`config.mk`:
```
export PLATFORM = sky130hd
export DESIGN_NAME = prot_qual_top
export DESIGN_NICKNAME = d
export VERILOG_FILES = /design/src/rtl/prot_pkg.sv /design/src/rtl/prot_vcmp.sv /design/src/rtl/prot_cur_thr.sv /design/src/rtl/prot_dly_qual.sv /design/src/rtl/prot_qual_top.sv
export SDC_FILE = /design/constraint.sdc
export NUM_CORES = 1
export LEC_CHECK = 0
export CORE_MARGIN = 1
export CORE_UTILIZATION = 55
export DETAILED_ROUTE_END_ITERATION = 7
export GPL_TIMING_DRIVEN = 1
export PLACE_DENSITY = 0.75
export SLEW_MARGIN = 5
export SYNTH_ARGS = -nofsm -noshare
export SYNTH_HDL_FRONTEND = slang
export SYNTH_HIERARCHICAL = 1
export SYNTH_SLANG_ARGS = --single-unit
```
`constraint.sdc`:
```
create_clock -name clk_i -period 4.55 [get_ports clk_i]
set_input_delay 0.455 -clock clk_i [delete_from_list [all_inputs] [get_ports clk_i]]
set_output_delay 0.455 -clock clk_i [all_outputs]
set_load 0.02 [all_outputs]
```
`src/rtl/prot_pkg.sv`:
```
package prot_pkg;
    localparam int CH_OV  = 0;
    localparam int CH_UV  = 1;
    localparam int CH_SCD = 2;
    localparam int CH_OCD = 3;
    localparam int NUM_CH = 4;
    localparam int VCODE_W = 14;

    // short-circuit trip level in mV
    function automatic logic [7:0] scd_level(input logic [2:0] code, input logic hi);
        logic [7:0] lo_mv, hi_mv;
        case (code)
            3'd0: begin lo_mv = 8'd22;  hi_mv = 8'd44;  end
            3'd1: begin lo_mv = 8'd33;  hi_mv = 8'd67;  end
            3'd2: begin lo_mv = 8'd44;  hi_mv = 8'd89;  end
            3'd3: begin lo_mv = 8'd56;  hi_mv = 8'd111; end
            3'd4: begin lo_mv = 8'd67;  hi_mv = 8'd133; end
            3'd5: begin lo_mv = 8'd78;  hi_mv = 8'd155; end
            3'd6: begin lo_mv = 8'd89;  hi_mv = 8'd178; end
            default: begin lo_mv = 8'd100; hi_mv = 8'd200; end
        endcase
        return hi ? hi_mv : lo_mv;
    endfunction

    // overcurrent trip level in mV
    function automatic logic [7:0] ocd_level(input logic [3:0] code, input logic hi);
        logic [7:0] lo_mv, hi_mv;
        case (code)
            4'd0:  begin lo_mv = 8'd8;  hi_mv = 8'd17;  end
            4'd1:  begin lo_mv = 8'd11; hi_mv = 8'd22;  end
            4'd2:  begin lo_mv = 8'd14; hi_mv = 8'd28;  end
            4'd3:  begin lo_mv = 8'd17; hi_mv = 8'd33;  end
            4'd4:  begin lo_mv = 8'd19; hi_mv = 8'd39;  end
            4'd5:  begin lo_mv = 8'd22; hi_mv = 8'd44;  end
            4'd6:  begin lo_mv = 8'd25; hi_mv = 8'd50;  end
            4'd7:  begin lo_mv = 8'd28; hi_mv = 8'd56;  end
            4'd8:  begin lo_mv = 8'd31; hi_mv = 8'd61;  end
            4'd9:  begin lo_mv = 8'd33; hi_mv = 8'd67;  end
            4'd10: begin lo_mv = 8'd36; hi_mv = 8'd72;  end
            4'd11: begin lo_mv = 8'd39; hi_mv = 8'd78;  end
            4'd12: begin lo_mv = 8'd42; hi_mv = 8'd83;  end
            4'd13: begin lo_mv = 8'd44; hi_mv = 8'd89;  end
            4'd14: begin lo_mv = 8'd47; hi_mv = 8'd94;  end
            default: begin lo_mv = 8'd50; hi_mv = 8'd100; end
        endcase
        return hi ? hi_mv : lo_mv;
    endfunction

    function automatic int unsigned ov_mult(input logic [1:0] code);
        return 32'd1 << code;
    endfunction

    function automatic int unsigned uv_mult(input logic [1:0] code);
        case (code)
            2'd0: return 1;
            2'd1: return 4;
            2'd2: return 8;
            default: return 16;
        endcase
    endfunction

    function automatic int unsigned ocd_ms(input logic [2:0] code);
        case (code)
            3'd0: return 8;
            3'd1: return 20;
            3'd2: return 40;
            3'd3: return 80;
            3'd4: return 160;
            3'd5: return 320;
            3'd6: return 640;
            default: return 1280;
        endcase
    endfunction

    // short-circuit delay in 10 us strobes
    function automatic int unsigned scd_steps(input logic [1:0] code);
        case (code)
            2'd0: return 7;
            2'd1: return 10;
            2'd2: return 20;
            default: return 40;
        endcase
    endfunction
endpackage

```
`src/rtl/prot_vcmp.sv`:
```
module prot_vcmp
    import prot_pkg::*;
(
    input  logic               clk_i,
    input  logic               rst_ni,
    input  logic [VCODE_W-1:0] code_i,
    input  logic               vld_i,
    input  logic               adc_en_i,
    input  logic [7:0]         ov_field_i,
    input  logic [7:0]         uv_field_i,
    output logic               ov_cond_o,
    output logic               uv_cond_o
);
    typedef struct packed {
        logic ov;
        logic uv;
    } vst_t;

    vst_t st_d, st_q;
    logic [VCODE_W-1:0] ov_level, uv_level;

    always_comb begin
        ov_level = {2'b10, ov_field_i, 4'b1000};
        uv_level = {2'b01, uv_field_i, 4'b0000};
        st_d = st_q;
        if (!adc_en_i) begin
            st_d = '0;
        end else if (vld_i) begin
            st_d.ov = (code_i >= ov_level);
            st_d.uv = (code_i <= uv_level);
        end
    end

    always_ff @(posedge clk_i or negedge rst_ni) begin
        if (!rst_ni) st_q <= '0;
        else         st_q <= st_d;
    end

    assign ov_cond_o = st_q.ov;
    assign uv_cond_o = st_q.uv;

    // no strobe, no change
    p_hold_between_r3: assert property (@(posedge clk_i) disable iff (!rst_ni)
        (!vld_i && adc_en_i) |=> ($stable(ov_cond_o) && $stable(uv_cond_o)));
    // disabled conversions clear both conditions
    p_adc_clear_r4: assert property (@(posedge clk_i) disable iff (!rst_ni)
        !adc_en_i |=> (!ov_cond_o && !uv_cond_o));
endmodule

```
`src/rtl/prot_cur_thr.sv`:
```
module prot_cur_thr
    import prot_pkg::*;
#(
    parameter bit SHORT = 1'b0
) (
    input  logic [3:0] code_i,
    input  logic       hi_range_i,
    output logic [7:0] mv_o
);
    generate
        if (SHORT) begin : g_scd
            assign mv_o = scd_level(code_i[2:0], hi_range_i);
        end else begin : g_ocd
            assign mv_o = ocd_level(code_i, hi_range_i);
        end
    endgenerate
endmodule

```
`src/rtl/prot_dly_qual.sv`:
```
module prot_dly_qual #(
    parameter int unsigned CNT_W = 8
) (
    input  logic             clk_i,
    input  logic             rst_ni,
    input  logic             cond_i,
    input  logic             tick_i,
    input  logic             bypass_i,
    input  logic [CNT_W-1:0] lim_i,
    output logic             pulse_o
);
    typedef struct packed {
        logic [CNT_W-1:0] cnt;
        logic             done;
        logic             pulse;
    } qst_t;

    qst_t st_d, st_q;

    always_comb begin
        st_d = st_q;
        st_d.pulse = 1'b0;
        if (!cond_i) begin
            st_d.cnt  = '0;
            st_d.done = 1'b0;
        end else if (!st_q.done) begin
            if (bypass_i) begin
                st_d.done  = 1'b1;
                st_d.pulse = 1'b1;
                st_d.cnt   = '0;
            end else if (tick_i) begin
                if (st_q.cnt + CNT_W'(1) >= lim_i) begin
                    st_d.done  = 1'b1;
                    st_d.pulse = 1'b1;
                    st_d.cnt   = '0;
                end else begin
                    st_d.cnt = st_q.cnt + CNT_W'(1);
                end
            end
        end
    end

    always_ff @(posedge clk_i or negedge rst_ni) begin
        if (!rst_ni) st_q <= '0;
        else         st_q <= st_d;
    end

    assign pulse_o = st_q.pulse;

    // pulses last one cycle
    p_one_cycle_r11: assert property (@(posedge clk_i) disable iff (!rst_ni)
        pulse_o |=> !pulse_o);
    // a pulse follows a present condition
    p_cond_behind_r10: assert property (@(posedge clk_i) disable iff (!rst_ni)
        pulse_o |-> $past(cond_i));
    // a dropped condition restarts the count
    p_drop_clears_r10: assert property (@(posedge clk_i) disable iff (!rst_ni)
        !cond_i |=> (st_q.cnt == '0 && !pulse_o));
    // counters stand still without a strobe
    p_tick_gate_r12: assert property (@(posedge clk_i) disable iff (!rst_ni)
        (cond_i && !tick_i && !bypass_i) |=> (!pulse_o && $stable(st_q.cnt)));
    // bypass fires on the first edge
    p_bypass_fast_r9: assert property (@(posedge clk_i) disable iff (!rst_ni)
        (cond_i && bypass_i && !st_q.done) |=> pulse_o);
endmodule

```
`src/rtl/prot_qual_top.sv`:
```
module prot_qual_top
    import prot_pkg::*;
#(
    parameter int unsigned S_TICKS  = 100000,
    parameter int unsigned MS_TICKS = 100,
    parameter int unsigned CS_W     = 8
) (
    input  logic               clk_i,
    input  logic               rst_ni,
    input  logic [13:0]        vcode_i,
    input  logic               vcode_vld_i,
    input  logic [CS_W-1:0]    isense_i,
    input  logic [7:0]         ov_trip_i,
    input  logic [7:0]         uv_trip_i,
    input  logic [1:0]         ov_dly_i,
    input  logic [1:0]         uv_dly_i,
    input  logic [2:0]         scd_thr_i,
    input  logic [1:0]         scd_dly_i,
    input  logic [3:0]         ocd_thr_i,
    input  logic [2:0]         ocd_dly_i,
    input  logic               hi_range_i,
    input  logic               adc_en_i,
    input  logic               dly_bypass_i,
    input  logic               tick_i,
    output logic               ov_pulse_o,
    output logic               uv_pulse_o,
    output logic               scd_pulse_o,
    output logic               ocd_pulse_o
);
    localparam int unsigned MAX_LIM = 16 * S_TICKS + 1280 * MS_TICKS + 40;
    localparam int unsigned CNT_W   = $clog2(MAX_LIM + 1);

    logic [7:0] scd_mv, ocd_mv;
    logic [NUM_CH-1:0]            cond;
    logic [NUM_CH-1:0]            pulse;
    logic [NUM_CH-1:0][CNT_W-1:0] lim;

    prot_vcmp u_vcmp (
        .clk_i      (clk_i),
        .rst_ni     (rst_ni),
        .code_i     (vcode_i),
        .vld_i      (vcode_vld_i),
        .adc_en_i   (adc_en_i),
        .ov_field_i (ov_trip_i),
        .uv_field_i (uv_trip_i),
        .ov_cond_o  (cond[CH_OV]),
        .uv_cond_o  (cond[CH_UV])
    );

    prot_cur_thr #(.SHORT(1'b1)) u_scd_thr (
        .code_i     ({1'b0, scd_thr_i}),
        .hi_range_i (hi_range_i),
        .mv_o       (scd_mv)
    );

    prot_cur_thr #(.SHORT(1'b0)) u_ocd_thr (
        .code_i     (ocd_thr_i),
        .hi_range_i (hi_range_i),
        .mv_o       (ocd_mv)
    );

    always_comb begin
        cond[CH_SCD] = (isense_i >= CS_W'(scd_mv));
        cond[CH_OCD] = (isense_i >= CS_W'(ocd_mv));
        lim[CH_OV]   = CNT_W'(S_TICKS * ov_mult(ov_dly_i));
        lim[CH_UV]   = CNT_W'(S_TICKS * uv_mult(uv_dly_i));
        lim[CH_SCD]  = CNT_W'(scd_steps(scd_dly_i));
        lim[CH_OCD]  = CNT_W'(MS_TICKS * ocd_ms(ocd_dly_i));
    end

    generate
        for (genvar ch = 0; ch < NUM_CH; ch++) begin : g_qual
            prot_dly_qual #(.CNT_W(CNT_W)) u_qual (
                .clk_i    (clk_i),
                .rst_ni   (rst_ni),
                .cond_i   (cond[ch]),
                .tick_i   (tick_i),
                .bypass_i (dly_bypass_i),
                .lim_i    (lim[ch]),
                .pulse_o  (pulse[ch])
            );
        end
    endgenerate

    assign ov_pulse_o  = pulse[CH_OV];
    assign uv_pulse_o  = pulse[CH_UV];
    assign scd_pulse_o = pulse[CH_SCD];
    assign ocd_pulse_o = pulse[CH_OCD];

    // two cycles of disabled conversions silence the voltage faults
    p_adc_off_r4: assert property (@(posedge clk_i) disable iff (!rst_ni)
        (!adc_en_i && !$past(adc_en_i) && !$past(adc_en_i, 2)) |-> (!ov_pulse_o && !uv_pulse_o));
endmodule

```
== After elaboration in Yosys (flattened, before gate mapping) ==
Memories as Yosys holds them, arrays and structs flattened.
Index checks and enable logic that the tools add are counted.
Cells by class
  eq/ne operators: 25
  multiplexer cells: 37
  add/sub/neg operators: 4
  shift-type cells: 1
  reductions and logical operators: 8
  multipliers: 3
  $lt $le $gt $ge: 8
Operators by type and width (number)
  23-bit 2-to-1 mux: 12
  22-bit 2-to-1 mux: 4
  21-bit by 1-bit adder with 21-bit output (second input constant): 4
  21-bit 2-to-1 mux: 4
  11-bit case mux with 7 select lines: 1
  12-bit by 32-bit multiplier with 16-bit output (first input constant): 2
  21-bit greater-or-equal comparator: 3
  8-bit case mux with 7 select lines: 1
  7-bit case mux with 7 select lines: 1
  5-bit by 32-bit multiplier with 19-bit output (first input constant): 1
  1-bit by 2-bit left shift with 32-bit output (first input constant): 1
  21-bit by 6-bit greater-or-equal comparator with 1-bit output: 1
  3-bit == test (second input constant): 6
  6-bit case mux with 3 select lines: 1
  8-bit greater-or-equal comparator: 2
  8-bit 2-to-1 mux: 2
  5-bit case mux with 3 select lines: 1
  14-bit greater-or-equal comparator: 1
  14-bit by 13-bit <= comparator with 1-bit output: 1
  3-bit by 2-bit == test with 1-bit output (second input constant): 4
  2-bit 2-to-1 mux: 6
  3-bit != test (second input constant): 4
  2-bit != test (second input constant): 5
  2-bit AND reduction: 4
  6 further kinds: 14
Word-level totals
  memories: 1
  word-level logic and storage cells: 101
  output and inout port bits: 4
  bits in read-only memories: 208
  register bits after elaboration: 94
Memory list
  (name not given): depth 16, bits a word 13, read ports 1, clocked after memory_dff 0, wr ports 0, line prot_pkg.sv:28  | case (code)

== Logic depth before layout (Yosys ltp) ==
Gate-level depths: netlist of the first run.
  depth after elaboration: 9
  depth in mapped cells: 23
  gate-level depth less buffers: 20

== Modules after synthesis ==
Netlist of the first run, hierarchy kept.
Modules (own cells, without submodules)
  prot_dly_qual: seq. area each 575.6 um2, cells each 206, times used 4, area an instance 1843.0 um2
  prot_qual_top: seq. area each 0.0 um2, cells each 227, times used 1, area an instance 1910.6 um2
  prot_vcmp: seq. area each 50.0 um2, cells each 63, times used 1, area an instance 515.5 um2
  prot_cur_thr (u_ocd_thr): seq. area each 0.0 um2, cells each 63, times used 1, area an instance 457.9 um2
  prot_cur_thr (u_scd_thr): seq. area each 0.0 um2, cells each 37, times used 1, area an instance 246.5 um2

== Least setup slack after synthesis of the first run ==
Ideal clock, no wire load.
  path type: input to register
  start: input ocd_dly_i[2]
  end: register g_qual[3].u_qual/st_q[7] in the netlist's numbering
  stages on the path: 22
  buffers on the path: 3
  setup time: 0.122 ns
  setup slack: -0.258 ns
  arrival time: 4.687 ns
  data required time: 4.428 ns
  cell sequence: buf_2 xor2_1 and2_1 ha_1 ha_1 inv_1 fa_1 inv_1 ha_1 nand3_1 o2111a_1 o211a_1 xnor2_1 inv_1 ha_1 nand4_1 nor4_1 o21ai_0 o211a_1 buf_6 buf_6 a32o_1
RTL lines
  from (decl): line prot_qual_top.sv:20  | input logic [2:0] ocd_dly_i,
  to (signal assigned): line prot_dly_qual.sv:45  | else st_q <= st_d;
  to (decl): line prot_dly_qual.sv:18  | qst_t st_d, st_q;

==> flow_summary.yaml, run 1 <==
run_status:
  run_status: "finished, final reports clean"
critical_path:
  critPathRequiredTime_ps: 4780
  cpPeakStageDelay_ps: 510
  critPathSlowestCell: "fa_1"
  cpLargestDelayFamily: "adder cells"
  criticalPathCategory: "in -> reg"
  cp.depth: 22
  worstRegToRegCells: 12
  path_cells: "buf_6, xor2_2, and2b_2, ha_4, ha_4, inv_2, fa_1, inv_2, ha_4, nand3_4, o211ai_4, o311a_1, xor2_1, inv_1, ha_1, nand4_1, nor4_2, o21ai_1, o211a_4, buf_12, a31oi_4, o21ai_1"
  cpMostUsedCell: "ha_4"
  critPathMaxFanout: 7
  arrival_ps: 4660
  critPathLaunchType: "input pin"
  cp-end-kind: "flop"
  cp_num_buf_inv: 5
layout:
  area_growth_pct: 18.9
  final_layout_size_suffix_gt1_share_pct: 13.1
  nets: 1611
  final_util_pct: 66.8
  diodes: 0
sta:
  timing.setup.tns_ps: 0
  period_minus_slack_ps: 4420
  finalClockSkew_ps: 9.14
  fmax_mhz: 226
  slew_violations: 0
  timing.final.crit_share_pct: 97.2
  hold_viol_final: 0
  relSlewSlack_pct: 35.7
  setup_viol: 0
  rsz0062_at_grt: "yes"
  fin_hold_ws_ps: 197
  tightest_slew_ps: 965
grt:
  grt_pass1_vias: 8798
  overflow: 0
  grt_pass1_wl_um: 39400
  antenna_found_initial: 0
  grt_start_max_net_pins: 60
  grt_use_total_pct: 24.2
die:
  die_area_sq_mm: 0.0197
  rows: 50
  die_w_um: 140
  die_h_um: 140
  core-area_sq_mm: 0.0187
  io_pins: 65
  start_util_pct: 56.1
clocking:
  clock-root-buffer: "clkbuf_16"
  holdBufCountCts: 0
  clkSlewWorstSetupHoldPaths_ps: 70
  numCtsBuffers: 9
  clk_latency_ps: 350
  htree_num_levels: 3
  clockBufferDepth: 2
  cts_sinks: 94
  tritoncts: "built"
yosys:
  synth_edf_count: 0
  synth_area_sq_mm: 0.0105
  yosysMostFrequentCell: "ha_1"
  ys_top_cells_by_count: "189 x ha_1, 157 x inv_1, 94 x dfrtp_1"
  yosysTopAreaCellShare_pct: 22.5
  synth_ff_type: "dfrtp_1"
  synth_area_leader_cell: "ha_1"
  ys_warn_count: 6
  ys_ff_latch: 94
  synth.distinct_cells: 80
  syn_inst: 1214
  syn_area_per_cell_sq_um: 8.65
  seq_area_frac_synth_pct: 22.4
  yosys-top-cells-area: "ha_1 23%, dfrtp_1 22%, inv_1 5.6%"
  async_flop_share_pct: 100
power_and_ir_drop:
  pwr-share-seq_pct: 37.6
  p_clk_share_pct: 31.7
  max-vdd-ir-drop_mv: 0.166
  power_mw: 2.27
  p_switching_mw: 0.715
  p_int_mw: 1.56
  powerDensity_mw_per_mm2: 182
  p_sw_share_pct: 31.5
  p_leak_nw: 6.26
  p_comb_share_pct: 30.7
routing:
  post_drt_wl_per_cell_um: 14.5
  wl_um: 23100
  firstDrtPassIters: 5
  drt_iter0_drc: 457
  ant_nets: 0
  vias_per_cell: 5.74
  dr_total_vias: 9167
  drc: 0
placement:
  io_buffer_count: 64
  place.gp.congestion: 0.794
  dpl.hpwl_um: 17000
worst_hold_path:
  hp-class: "in -> async"
run:
  maxCapViolCount: 0
cells in the final DEF (no fill, tap or decap), types with 35 or more instances in the layout:
cell	instances
a21oi_1	40
xnor2_1	41
conb_1	35
xor2_1	35
dfrtp_1	94
inv_1	154
buf_4	77
nand3_1	52
ha_1	179
a32o_1	52
clkdlybuf4s50_1	57
nor2_1	70
nand2_1	89
per-stage QoR:
stage               instance area, sq um  cells  setup slack (ps)
global placement                   11900   1572              -469
detailed placement                 11900   1572              -613
floorplan                          10700   1247             -32.6
global route                       12500   1598              -120
finish                             12500   1598               126
CTS                                12300   1597            0.0973
sequential cells by signal, summed over array words and instances, names as in the netlist:
signal,count
g_qual.u_qual/pulse_o,4
g_qual.u_qual/st_q,88
u_vcmp/ov_cond_o,1
u_vcmp/uv_cond_o,1
what timing repair did:
| action | in CTS | in global routing |
|---|---|---|
| pin swaps | 15 | 22 |
| setup buffers | 7 | 1 |
| gates cloned | 2 | 0 |
| endpoints found under the setup margin | 26 | 59 |
| gates resized for setup | 13 | 48 |
| endpoints found under the hold margin | 0 | 0 |
cell families (layout without fill, tap and decap cells):
group / after synthesis / count (layout) / share of synthesized area (%)
flops: 94 / 94 / 22.4
simple gates: 372 / 372 / 19.0
fa+ha+maj: 191 / 191 / 22.9
compound gates: 264 / 264 / 19.6
mux: 10 / 10 / 1.10
other cells: 2 / 35 / 0.0715
buf+inv: 204 / 321 / 8.51
xor+xnor: 77 / 77 / 6.42
power groups by stage:
| stage | Sequential (mW) | Clock [mW] | Combinational, mW |
|---|---|---|---|
| finish | 0.855 | 0.720 | 0.697 |
| global route | 0.856 | 0.771 | 0.783 |
| CTS | 0.855 | 0.739 | 0.667 |
| detailed placement | 0.870 | 0 | 0.649 |
| global placement | 0.870 | 0 | 0.627 |
| floorplan | 0.871 | 0 | 0.420 |
worst paths after layout:
check	endpoint	slack, ps	start
max reg2reg	g_qual[2].u_qual/pulse_o$_DFF_PN0_	590	g_qual[2].u_qual/st_q[2]$_DFFE_PN0P_
max	g_qual[3].u_qual/st_q[18]$_DFFE_PN0P_	130	ocd_dly_i[1]
max in group asynchronous	g_qual[1].u_qual/st_q[4]$_DFFE_PN0P_	3370	rst_ni
min	g_qual[0].u_qual/st_q[12]$_DFFE_PN0P_	200	rst_ni
min reg2reg	g_qual[2].u_qual/st_q[22]$_DFFE_PN0P_	500	g_qual[2].u_qual/st_q[22]$_DFFE_PN0P_
min in group clk_i	g_qual[2].u_qual/st_q[22]$_DFFE_PN0P_	500	g_qual[2].u_qual/st_q[22]$_DFFE_PN0P_
metal layers:
layer / track usage (%) / vias up / wire length [um]
met3: 3.49 / 31 / 733
met2: 43.4 / 171 / 11500
met1: 30.3 / 4347 / 10600
met5: 0 / - / 0
met4: 6.13 / 0 / 324
li1: - / 4618 / -
worst reg2reg max path, stage by stage, from the launching register on:
cell and delay [ps]:
dfrtp_1 460, ha_1 270, nand3_1 280, nor4_4 420
nand3_1 150, and2_1 190, or2_2 300, ha_1 300
nand4_1 130, nor4_1 300, o21ai_0 130, o211a_1 380
nor4b_1 490
cell type report:
class | count | area (sq um)
clock buffer | 11 | 243
clock inverter | 5 | 33.8
fill | 1518 | 6210
inverter | 159 | 597
multi-input combinational | 949 | 7640
sequential | 94 | 2350
tap | 234 | 293
timing repair buffer | 146 | 1330
Power figures use the tool's default switching activity.
==> inputs of run 2 (changes only) <==
- ABC_AREA: unset -> 0
==> results of run 2 <==
The final DEF is identical to that of run 1; final timing and power are the same.
==> inputs of run 3 (changes only) <==
- SETUP_SLACK_MARGIN: unset -> 0.15
==> run 3 against run 2 <==
Net effect:
- non-clock buffer count decreased by 20
- highest routed layer unchanged
- sequential share of layout area increased by 0.059 points
- via count decreased by 1.6%
- critical path depth unchanged
- clock skew increased by 2.8 ps
- fmax increased by 0.33%
- cell count decreased by 1.3%
- sequential power about the same
- worst setup slack improved by 14 ps
- cell area decreased by 0.31%
- critical path type unchanged
- global-route usage decreased by 0.45 points
==> flow_summary.yaml, run 3 (same netlist as run 1, synthesis figures left out) <==
grt:
  antenna_found_initial: 0
  overflow: 0
  grt_use_total_pct: 23.7
  grt_pass1_wl_um: 38700
  grt_pass1_vias: 8530
  grt_start_max_net_pins: 57
critical_path:
  cpMostUsedCell: "ha_4"
  critPathMaxFanout: 7
  arrival_ps: 4650
  path_cells: "buf_8, xor2_2, and2b_2, ha_4, ha_4, inv_2, fa_1, inv_2, ha_4, nand3_4, o211ai_4, o311a_1, xor2_1, inv_1, ha_1, nand4_1, nor4_1, o21ai_1, o211a_4, buf_12, buf_16, a32o_1"
  worstRegToRegCells: 13
  criticalPathCategory: "in -> reg"
  cp-end-kind: "flop"
  critical_path.reg2reg.startpoint: "g_qual[2].u_qual/st_q[2]$_DFFE_PN0P_"
  critPathRequiredTime_ps: 4790
  critPathSlowestCell: "fa_1"
  r2r_slack_ps: 590
  cpPeakStageDelay_ps: 490
  critPathLaunchType: "input pin"
  r2r-end: "g_qual[2].u_qual/st_q[6]$_DFFE_PN0P_"
routing:
  drt_iter0_drc: 485
  wl_um: 22500
  vias_per_cell: 5.72
  drc: 0
  ant_nets: 0
  firstDrtPassIters: 5
  dr_total_vias: 9016
  post_drt_wl_per_cell_um: 14.3
run_status:
  run_status: "finished, final reports clean"
power_and_ir_drop:
  p_leak_nw: 6.18
  p_sw_share_pct: 29.2
  p_clk_share_pct: 36.5
  p_switching_mw: 0.708
  powerDensity_mw_per_mm2: 195
  pwr-share-seq_pct: 35.2
  p_int_mw: 1.72
  power_mw: 2.43
  p_comb_share_pct: 28.3
  max-vdd-ir-drop_mv: 0.194
clocking:
  clkSlewWorstSetupHoldPaths_ps: 60
  htree_num_levels: 3
  clockBufferDepth: 2
  clk_latency_ps: 360
  tritoncts: "built"
  cts_sinks: 94
  numCtsBuffers: 9
  clock-root-buffer: "clkbuf_16"
sta:
  timing.final.crit_share_pct: 96.9
  hold_viol_final: 0
  slew_violations: 0
  relSlewSlack_pct: 38.3
  rsz0062_at_grt: "yes"
  setup_viol: 0
  finalClockSkew_ps: 11.9
  period_minus_slack_ps: 4410
  tightest_slew_ps: 925
  fmax_mhz: 227
layout:
  regMostFlops: "g_qual.u_qual/st_q"
  final_area_sq_mm: 0.0125
  nets: 1591
  final_layout_size_suffix_gt1_share_pct: 12.1
  largest_reg_flops: 88
  diodes: 0
  area_growth_pct: 18.6
  final_common_cell: "ha_1"
  layout_common_cells: "175 x ha_1, 153 x inv_1, 94 x dfrtp_1"
worst_hold_path:
  hp-class: "in -> async"
placement:
  place.gp.congestion: 0.813
  placed_area_sq_mm: 0.0118
  dpl.hpwl_um: 16700
  io_buffer_count: 64
die:
  die_h_um: 140
  rows: 50
  core-area_sq_mm: 0.0187
  start_util_pct: 56.1
  die_w_um: 140
  die_area_sq_mm: 0.0197
  io_pins: 65
run:
  maxCapViolCount: 0
-- run 3: cell count changes in the layout (fill, tap and decap cells not counted), moves of 3 or more --
cell,delta
dlymetal6s2s_1,-3
a31oi_4,-3
o21ai_0,-6
o21ai_1,+6
buf_4,-25
bufinv_16,+3
ha_4,+3
ha_1,-4
buf_12,+3
-- run 3: power groups by stage --
| stage | Combinational (mW) | Clock, mW | Sequential [mW] |
|---|---|---|---|
| after floorplan | 0.421 | 0 | 0.871 |
| after CTS | 0.664 | 0.902 | 0.855 |
| after global placement | 0.620 | 0 | 0.870 |
| after global routing | 0.775 | 0.932 | 0.856 |
| final | 0.686 | 0.885 | 0.855 |
| after detailed placement | 0.639 | 0 | 0.870 |
-- run 3: routing by layer --
metal	routed length, um	vias to the layer above	global-route usage, %	share of wire, %
met5	0	-	0	0
met4	323	0	7.46	1.4
met3	604	21	2.87	2.7
met2	11100	127	40.8	49
met1	10500	4282	31.0	47
li1	-	4586	-	-
-- run 3: worst max-delay path by stage --
stage	endpoint	slack (ps)	start	cells past startpoint
after floorplan	g_qual[3].u_qual/st_q[1]$_DFF_PN0_	-30	ocd_dly_i[2]	23
after global placement	g_qual[3].u_qual/st_q[1]$_DFF_PN0_	-460	ocd_dly_i[2]	22
after detailed placement	g_qual[3].u_qual/st_q[6]$_DFFE_PN0P_	-580	ocd_dly_i[2]	22
after CTS	g_qual[3].u_qual/st_q[16]$_DFFE_PN0P_	110	ocd_dly_i[2]	22
after global routing	g_qual[3].u_qual/st_q[5]$_DFFE_PN0P_	-30	ocd_dly_i[2]	22
final	g_qual[3].u_qual/st_q[16]$_DFFE_PN0P_	140	ocd_dly_i[2]	22
-- run 3: through the flow --
step | std cells | hold slack (ps) | setup slack (ps) | utilization [%] | TNS, ps
after global placement | 1555 | 463 | -463 | 62.9 | -15630
after CTS | 1576 | 193 | 107 | 65.7 | 0
after detailed placement | 1555 | 469 | -579 | 62.9 | -20390
after floorplan | 1247 | 159 | -33.0 | - | -33.0
after global routing | 1577 | 228 | -29.9 | 66.6 | -111
final | 1577 | 162 | 141 | 66.6 | 0
-- run 3: area by class of cell --
class                      instances  area [sq um]
multi-input combinational        949          7630
fill                            1488          6250
sequential                        94          2350
timing repair buffer             126          1230
inverter                         159           597
tap                              234           293
clock buffer                      10           239
clock inverter                     5           106
-- run 3: repair_timing --
action	CTS	global route
endpoints found under the hold margin	0	0
pin swaps	23	28
gates resized for setup	36	34
endpoints found under the setup margin	46	70
gates cloned	3	0
hold buffers	0	0
buffers inserted	3	1
-- run 3: worst max-delay path: cells and delay by family --
kind            cells  cell delay [ps]
fa+ha+maj           5             1510
compound gates      5             1070
simple gates        4              760
buf+inv             6              500
xor+xnor            2              310
